==> config.mk <==
export PLATFORM = sky130hd
export DESIGN_NAME = loop_btb
export DESIGN_NICKNAME = d
export VERILOG_FILES = /design/src/rtl/loop_btb_pkg.sv /design/src/rtl/lbp_entry.sv /design/src/rtl/lbp_resolve.sv /design/src/rtl/lbp_fetch.sv /design/src/rtl/loop_btb.sv
export SDC_FILE = /design/constraint.sdc
export NUM_CORES = 1
export LEC_CHECK = 0
export ABC_CLOCK_PERIOD_IN_PS = 7700
export BUFFER_PORTS_ARGS = -buffer_cell sky130_fd_sc_hd__buf_2
export CAP_MARGIN = 5
export CORE_AREA = 2 2 173 175
export DETAILED_ROUTE_END_ITERATION = 8
export DIE_AREA = 0 0 175 177
export PLACE_DENSITY = 0.54
export SETUP_SLACK_MARGIN = 0.1
export SLEW_MARGIN = 10
export SYNTH_ARGS = -nofsm -noshare
export SYNTH_HDL_FRONTEND = slang
export SYNTH_SLANG_ARGS = --single-unit
==> constraint.sdc <==
create_clock -name clk -period 7.7 [get_ports clk]
set_clock_uncertainty 0.2 [all_clocks]
set_input_delay 0.77 -clock clk [delete_from_list [all_inputs] [get_ports clk]]
set_output_delay 0.77 -clock clk [all_outputs]
set_load 0.01 [all_outputs]
==> src/rtl/loop_btb_pkg.sv <==
package loop_btb_pkg;
    typedef logic [1:0] hw_mask_t;   // bit0 lower halfword, bit1 upper
    localparam hw_mask_t HW_BOTH = 2'b11;
endpackage

==> src/rtl/lbp_entry.sv <==
module lbp_entry #(
    parameter int ADDR_W = 32,
    parameter int ENABLE = 1
) (
    input  logic              clk,
    input  logic              rst_n,
    input  logic              set_i,
    input  logic [ADDR_W-2:0] set_src_i,
    input  logic [ADDR_W-2:0] set_tgt_i,
    input  logic              clear_i,
    output logic              valid_o,
    output logic [ADDR_W-2:0] src_o,
    output logic [ADDR_W-2:0] tgt_o
);
    localparam int HW_W = ADDR_W - 1;

    generate
        if (ENABLE != 0) begin : g_on
            typedef struct packed {
                logic            valid;
                logic [HW_W-1:0] src;
                logic [HW_W-1:0] tgt;
            } entry_t;

            entry_t ent_d, ent_q;

            always_comb begin
                ent_d = ent_q;
                if (set_i) begin
                    ent_d.valid = 1'b1;
                    ent_d.src   = set_src_i;
                    ent_d.tgt   = set_tgt_i;
                end else if (clear_i) begin
                    ent_d.valid = 1'b0;
                end
            end

            always_ff @(posedge clk or negedge rst_n) begin
                if (!rst_n) ent_q <= '0;
                else        ent_q <= ent_d;
            end

            assign valid_o = ent_q.valid;
            assign src_o   = ent_q.src;
            assign tgt_o   = ent_q.tgt;

            AST_ALLOC_LOADS: assert property (@(posedge clk) disable iff (!rst_n)
                set_i |=> valid_o && src_o == $past(set_src_i) && tgt_o == $past(set_tgt_i));
            AST_CLEAR_DROPS: assert property (@(posedge clk) disable iff (!rst_n)
                clear_i && !set_i |=> !valid_o);
        end else begin : g_off
            assign valid_o = 1'b0;
            assign src_o   = '0;
            assign tgt_o   = '0;
        end
    endgenerate
endmodule

==> src/rtl/lbp_resolve.sv <==
module lbp_resolve #(
    parameter int ADDR_W = 32,
    parameter int ENABLE = 1
) (
    input  logic              ex_branch,
    input  logic [ADDR_W-2:0] ex_pc_hw,
    input  logic              ex_is_32b,
    input  logic [ADDR_W-2:0] ex_imm_hw,
    input  logic              ex_cond,
    input  logic              ex_pred,
    input  logic              ex_fence_i,
    input  logic              trap_accept,
    output logic              redirect_o,
    output logic [ADDR_W-1:0] redirect_addr_o,
    output logic              set_o,
    output logic [ADDR_W-2:0] set_src_o,
    output logic [ADDR_W-2:0] set_tgt_o,
    output logic              clear_o
);
    localparam int HW_W = ADDR_W - 1;

    logic            pred_eff;
    logic [HW_W-1:0] off_hw;
    logic [HW_W-1:0] sum_hw;
    logic            take;

    always_comb begin
        pred_eff = (ENABLE != 0) && ex_pred;
        if (pred_eff) off_hw = ex_is_32b ? HW_W'(2) : HW_W'(1);
        else          off_hw = ex_imm_hw;
        sum_hw    = ex_pc_hw + off_hw;
        take      = ex_branch && (ex_cond ^ pred_eff);
        set_o     = take && ex_imm_hw[HW_W-1] && !pred_eff;
        clear_o   = ex_fence_i || trap_accept || (pred_eff && take);
        set_src_o = ex_pc_hw + (ex_is_32b ? HW_W'(1) : HW_W'(0));
        set_tgt_o = sum_hw;
        redirect_o      = take;
        redirect_addr_o = {sum_hw, 1'b0};
    end
endmodule

==> src/rtl/lbp_fetch.sv <==
module lbp_fetch
    import loop_btb_pkg::*;
#(
    parameter int                ADDR_W     = 32,
    parameter logic [ADDR_W-1:0] RESET_ADDR = '0,
    parameter int                ENABLE     = 1
) (
    input  logic              clk,
    input  logic              rst_n,
    input  logic              accept_i,
    input  logic              jump_vld_i,
    input  logic [ADDR_W-2:0] jump_hw_i,
    input  logic              ent_valid_i,
    input  logic [ADDR_W-2:0] ent_src_i,
    input  logic [ADDR_W-2:0] ent_tgt_i,
    output logic [ADDR_W-1:0] fetch_addr_o,
    output logic              hit_o,
    output hw_mask_t          data_mask_o,
    output logic              data_pred_o
);
    localparam int HW_W   = ADDR_W - 1;
    localparam int WORD_W = ADDR_W - 2;

    typedef struct packed {
        logic [WORD_W-1:0] word;
        hw_mask_t          aph_mask;
        hw_mask_t          data_mask;
        logic              data_pred;
    } fetch_t;

    fetch_t st_d, st_q;
    logic   hit;

    always_comb begin
        hit  = (ENABLE != 0) && ent_valid_i && (st_q.word == ent_src_i[HW_W-1:1]);
        st_d = st_q;
        if (accept_i) begin
            st_d.data_mask = st_q.aph_mask & {~(hit & ~ent_src_i[0]), 1'b1};
            st_d.data_pred = hit;
            st_d.aph_mask  = {1'b1, ~(hit & ent_tgt_i[0])};
            st_d.word      = hit ? ent_tgt_i[HW_W-1:1] : st_q.word + WORD_W'(1);
        end
        if (jump_vld_i) begin
            st_d.word     = jump_hw_i[HW_W-1:1];
            st_d.aph_mask = {1'b1, ~jump_hw_i[0]};
        end
    end

    always_ff @(posedge clk or negedge rst_n) begin
        if (!rst_n) begin
            st_q.word      <= RESET_ADDR[ADDR_W-1:2];
            st_q.aph_mask  <= HW_BOTH;
            st_q.data_mask <= HW_BOTH;
            st_q.data_pred <= 1'b0;
        end else begin
            st_q <= st_d;
        end
    end

    assign fetch_addr_o = {st_q.word, 2'b00};
    assign hit_o        = hit;
    assign data_mask_o  = st_q.data_mask;
    assign data_pred_o  = st_q.data_pred;

    AST_HIT_REDIRECT: assert property (@(posedge clk) disable iff (!rst_n)
        accept_i && hit_o && !jump_vld_i |=> fetch_addr_o[ADDR_W-1:2] == $past(ent_tgt_i[HW_W-1:1]));
    AST_JUMP_WINS: assert property (@(posedge clk) disable iff (!rst_n)
        jump_vld_i |=> fetch_addr_o[ADDR_W-1:2] == $past(jump_hw_i[HW_W-1:1]));
    AST_TAG_FOLLOWS_HIT: assert property (@(posedge clk) disable iff (!rst_n)
        accept_i |=> data_pred_o == $past(hit_o));
    AST_UPPER_MASKED: assert property (@(posedge clk) disable iff (!rst_n)
        accept_i && hit_o && !ent_src_i[0] |=> !data_mask_o[1]);
endmodule

==> src/rtl/loop_btb.sv <==
module loop_btb
    import loop_btb_pkg::*;
#(
    parameter int                ADDR_W     = 32,
    parameter logic [ADDR_W-1:0] RESET_ADDR = 32'h0000_0100,
    parameter int                ENABLE     = 1
) (
    input  logic              clk,
    input  logic              rst_n,
    input  logic              fetch_accept,
    input  logic              core_jump_vld,
    input  logic [ADDR_W-2:0] core_jump_hw,
    output logic [ADDR_W-1:0] fetch_addr,
    output logic              fetch_hit,
    output logic [1:0]        data_hw_valid,
    output logic              data_pred,
    input  logic              ex_branch,
    input  logic [ADDR_W-2:0] ex_pc_hw,
    input  logic              ex_is_32b,
    input  logic [ADDR_W-2:0] ex_imm_hw,
    input  logic              ex_cond,
    input  logic              ex_pred,
    input  logic              ex_fence_i,
    input  logic              trap_accept,
    output logic              ex_redirect,
    output logic [ADDR_W-1:0] ex_redirect_addr
);
    localparam int HW_W = ADDR_W - 1;

    logic            set_w, clear_w, valid_w;
    logic [HW_W-1:0] set_src_w, set_tgt_w, src_w, tgt_w;
    hw_mask_t        mask_w;

    lbp_resolve #(.ADDR_W(ADDR_W), .ENABLE(ENABLE)) u_resolve (
        .ex_branch      (ex_branch),
        .ex_pc_hw       (ex_pc_hw),
        .ex_is_32b      (ex_is_32b),
        .ex_imm_hw      (ex_imm_hw),
        .ex_cond        (ex_cond),
        .ex_pred        (ex_pred),
        .ex_fence_i     (ex_fence_i),
        .trap_accept    (trap_accept),
        .redirect_o     (ex_redirect),
        .redirect_addr_o(ex_redirect_addr),
        .set_o          (set_w),
        .set_src_o      (set_src_w),
        .set_tgt_o      (set_tgt_w),
        .clear_o        (clear_w)
    );

    lbp_entry #(.ADDR_W(ADDR_W), .ENABLE(ENABLE)) u_entry (
        .clk      (clk),
        .rst_n    (rst_n),
        .set_i    (set_w),
        .set_src_i(set_src_w),
        .set_tgt_i(set_tgt_w),
        .clear_i  (clear_w),
        .valid_o  (valid_w),
        .src_o    (src_w),
        .tgt_o    (tgt_w)
    );

    lbp_fetch #(.ADDR_W(ADDR_W), .RESET_ADDR(RESET_ADDR), .ENABLE(ENABLE)) u_fetch (
        .clk         (clk),
        .rst_n       (rst_n),
        .accept_i    (fetch_accept),
        .jump_vld_i  (core_jump_vld),
        .jump_hw_i   (core_jump_hw),
        .ent_valid_i (valid_w),
        .ent_src_i   (src_w),
        .ent_tgt_i   (tgt_w),
        .fetch_addr_o(fetch_addr),
        .hit_o       (fetch_hit),
        .data_mask_o (mask_w),
        .data_pred_o (data_pred)
    );

    assign data_hw_valid = mask_w;

    AST_ALLOC_BACKWARD: assert property (@(posedge clk) disable iff (!rst_n)
        set_w |-> ex_imm_hw[HW_W-1] && ex_redirect);

    generate
        if (ENABLE != 0) begin : g_chk_on
            AST_PRED_FALLTHRU: assert property (@(posedge clk) disable iff (!rst_n)
                ex_branch && ex_pred && !ex_cond |->
                    ex_redirect && ex_redirect_addr ==
                    {ex_pc_hw + (ex_is_32b ? HW_W'(2) : HW_W'(1)), 1'b0});
        end else begin : g_chk_off
            AST_NEVER_HITS: assert property (@(posedge clk) disable iff (!rst_n)
                !fetch_hit && !data_pred);
        end
    endgenerate
endmodule

==> Implementation_results.wiki <==
{| class="wikitable"
! Metric !! Value
|-
| Primary FF master, synth || sky130_fd_sc_hd__dfrtp_1
|-
| Crit end category || primary output
|-
| Leading post-synthesis cells by instance count || sky130_fd_sc_hd__nand2_1, sky130_fd_sc_hd__dfrtp_1, sky130_fd_sc_hd__o21ai_0
|-
| Footprint of the flip-flops and latches || 0.00246 mm^2
|-
| Final worst path period need || 5.39 ns
|-
| Number of sinks driven by the clock tree || 98
|-
| Cell with the biggest individual delay on the critical path || sky130_fd_sc_hd__buf_2
|-
| Critical register-to-register path endpoint || u_fetch.fetch_addr_o[27]
|-
| Global-route wire length before repair || 40.4 mm
|-
| Cell taking the most area after synthesis || sky130_fd_sc_hd__dfrtp_1
|-
| Sequential-to-total area share from yosys stat || 31.5%
|-
| Multi-input gate area || 0.00476 mm^2
|-
| Worst-case hold slack || 0.212 ns
|-
| Wire length after detailed routing || 26.2 mm
|-
| Worst-path clk slew || 0.08 ns
|-
| Number of DRC violations after detailed routing || 0
|-
| Top-count cell post-synth || sky130_fd_sc_hd__nand2_1
|-
| H-tree depth || 3
|-
| Critical-path maximum fanout || 34
|-
| Number of enable flip-flop cells after synthesis || 0
|-
| Global-route usage over all layers || 17.0%
|-
| Max-Cap Viols || 0
|-
| Synth-to-Final Area Change || 15.7%
|-
| Placed instance area || 0.00867 mm^2
|-
| Total Power Consumption || 1.76 mW
|-
| Buffering stage count on the worst path with inverters included || 2
|-
| Crit Path Category || primary input to primary output
|-
| Number of failing setup endpoints in the final timing report || 0
|-
| Post-Syn Area per Cell || 8.42 um^2
|-
| Final hold violations || 0
|-
| Synth warn || 0
|-
| Fraction of synthesis flops using an asynchronous set or reset pin || 100%
|-
| DRT Pass-1 Iters || 5
|-
| Hold buffers post-CTS || 0
|-
| Final global-route overflow total || 0
|-
| Via count || 6984
|-
| Clock latency of the later-clocked register in the worst-skew pair || 0.35 ns
|-
| WP data required || 6.73 ns
|-
| Via count of the first global-routing pass || 6779
|-
| Cell family contributing the most delay on the critical path || compound AO/OA/AOI/OAI gates
|-
| Number of logic stages on the critical path including buffering || 12
|-
| Leakage power of the design || 4.11 nW
|-
| Critical Path End || ex_redirect_addr[29]
|-
| Power Density || 195 mW/mm^2
|-
| Post-route design area || 0.00902 mm^2
|-
| Number of placement rows || 63
|-
| Cells resized by post-CTS repair || 0
|-
| Launch point of the critical path || ex_pred
|-
| CP Launch Type || primary input
|-
| Via density || 4.90
|-
| Post-CTS setup repair buffer count || 0
|-
| Total CTS buffers || 9
|-
| Post-route fraction of the period consumed by the critical path || 70.0%
|-
| Fin nets || 1167
|-
| Number of cell instances on the worst register-to-register path || 9
|-
| DRT antenna net count || 0
|-
| Layout fillers || 3168
|-
| Main area contributors after synthesis || sky130_fd_sc_hd__dfrtp_1, sky130_fd_sc_hd__o21ai_0, sky130_fd_sc_hd__ha_1, sky130_fd_sc_hd__xnor2_1, sky130_fd_sc_hd__nand2_1
|-
| Maximum clock rate || 0.185 GHz
|-
| Clock tree from TritonCTS || yes
|-
| Initial cell density of the core || 26.7%
|-
| IO Count || 172
|-
| Largest stage delay, worst path || 0.56 ns
|-
| Worst hold-check path type || primary input to asynchronous set/reset pin
|-
| Die extent in y || 177 um
|-
| GP Congestion || 0.858
|-
| Floorplan Core Area || 0.0292 mm^2
|-
| Total negative setup slack || 0 ns
|-
| Width of the chip || 175 um
|-
| Result of the run || finished, final reports clean
|-
| Slew at the pin with the worst max-slew slack || 0.761 ns
|-
| Largest net degree at the start of global routing || 78
|-
| Total count of max-transition violations in the final report || 0
|-
| Violation count after the first detailed-routing iteration || 411
|-
| RSZ-0062 raised after global routing || false
|-
| Ratio of cells with drive above 1 in the final layout || 23.0%
|-
| Avg WL per Cell || 18.4 um
|-
| Beginning of the worst register-to-register path || u_fetch.fetch_addr_o[27]
|-
| Arrival time worst endpoint || 4.42 ns
|-
| Flop-to-flop setup slack || 4.71 ns
|-
| Root Buffer || sky130_fd_sc_hd__clkbuf_16
|-
| Worst rel slew slack || 49.3%
|-
| Peak supply drop || 0.117 mV
|-
| Cell area after synthesis || 0.00780 mm^2
|-
| Cell-by-cell trace of the critical path || buf_2 > mux2_2 > fa_1 > a211oi_1 > nor4_1 > o31ai_2 > a21bo_2 > o21ai_2 > a221oi_1 > mux2_2 > o211ai_1 > buf_2
|-
| Count of buffers from port buffering || 168
|-
| Number of different library cells in the post-synthesis netlist || 71
|-
| Estimated wirelength of the detail-placed design || 20.7 mm
|-
| DIE AREA || 0.0310 mm^2
|-
| Synth Register Bits || 98
|-
| Cells after synthesis || 927
|-
| Number of antenna violations at the first check in global routing || 1
|-
| Share of the synthesized area in the top cell type || 29.8%
|-
| Max Root-Sink Buffers || 2
|}
==> power by group <==
| group | switching [mW] | total, mW | leakage (nW) | internal (mW) |
|---|---|---|---|---|
| clock | 0.219 | 0.547 | 0.169 | 0.328 |
| combinational | 0.276 | 0.488 | 2.75 | 0.212 |
| sequential | 0.110 | 0.724 | 1.19 | 0.614 |
| total | 0.605 | 1.76 | 4.11 | 1.15 |
==> per-layer routing <==
metal	track usage, %	vias to the layer above	part of all wire (%)
met5	0	-	0
met4	4.58	0	1.5
met3	1.95	21	4.6
met2	24.9	182	43
met1	26.2	3293	51
li1	-	3488	-
==> worst min-delay path by stage <==
| stage | from | to | depth (start not counted) |
|---|---|---|---|
| after floorplan | u_entry.tgt_o[10] | u_entry.tgt_o[10] | 2 |
| after global placement | u_fetch.data_mask_o[1] | u_fetch.data_mask_o[1] | 2 |
| after detailed placement | u_entry.tgt_o[4] | u_entry.tgt_o[4] | 2 |
| after CTS | rst_n | u_entry.tgt_o[23] | 1 |
| after global routing | rst_n | u_entry.tgt_o[22] | 1 |
| final | rst_n | u_entry.tgt_o[22] | 1 |
==> flip-flops by register name (all words and copies together), names as in the netlist <==
signal	count
u_fetch.data_pred_o	1
u_entry.src_o	31
u_fetch.st_q	2
u_entry.valid_o	1
u_fetch.data_mask_o	2
u_entry.tgt_o	31
u_fetch.fetch_addr_o	30
==> cell families after synthesis <==
kind of cell	share of synthesized area, %
mux	4.35
fa+ha+maj	5.55
buf+inv	7.63
xor+xnor	10.1
simple gates	19.6
flops	31.5
other cells	0.0481
compound gates	21.2
==> cell usage in the layout, fill, tap and decap left out, drive strengths merged, types with 33 or more instances in the layout <==
master / n
nor2: 40
dfrtp: 93
ha: 33
o21ai: 96
xnor2: 47
a21oi: 52
xor2: 43
nand2: 107
nand3: 41
buf: 174
nor2b: 33
a21o: 37
==> worst register-to-register path: cells and delay by family (launching register included) <==
family          cells  cell delay, ns
simple gates        3            0.52
buf+inv             2            0.78
compound gates      3            0.64
xor+xnor            1            0.30
flops               1            0.49
==> area by class of cell <==
type / instances / share of cell area [%]
inverters: 20 / 0.832
flip-flops and latches: 98 / 27.2
well taps: 390 / 5.41
clock buffers: 10 / 2.65
multi-input cells: 727 / 52.8
repair buffers: 174 / 9.84
diodes: 1 / 0.0277
clock inverters: 6 / 1.23
==> stage by stage <==
step | cells | utilization [%] | worst slack (ns)
after floorplan | 929 | - | 2.95
after global placement | 1409 | 29.7 | 2.33
after detailed placement | 1409 | 29.7 | 2.30
after CTS | 1425 | 30.9 | 2.27
after global routing | 1425 | 30.9 | 2.03
final | 1426 | 30.9 | 2.31
Power figures use the tool's default switching activity.
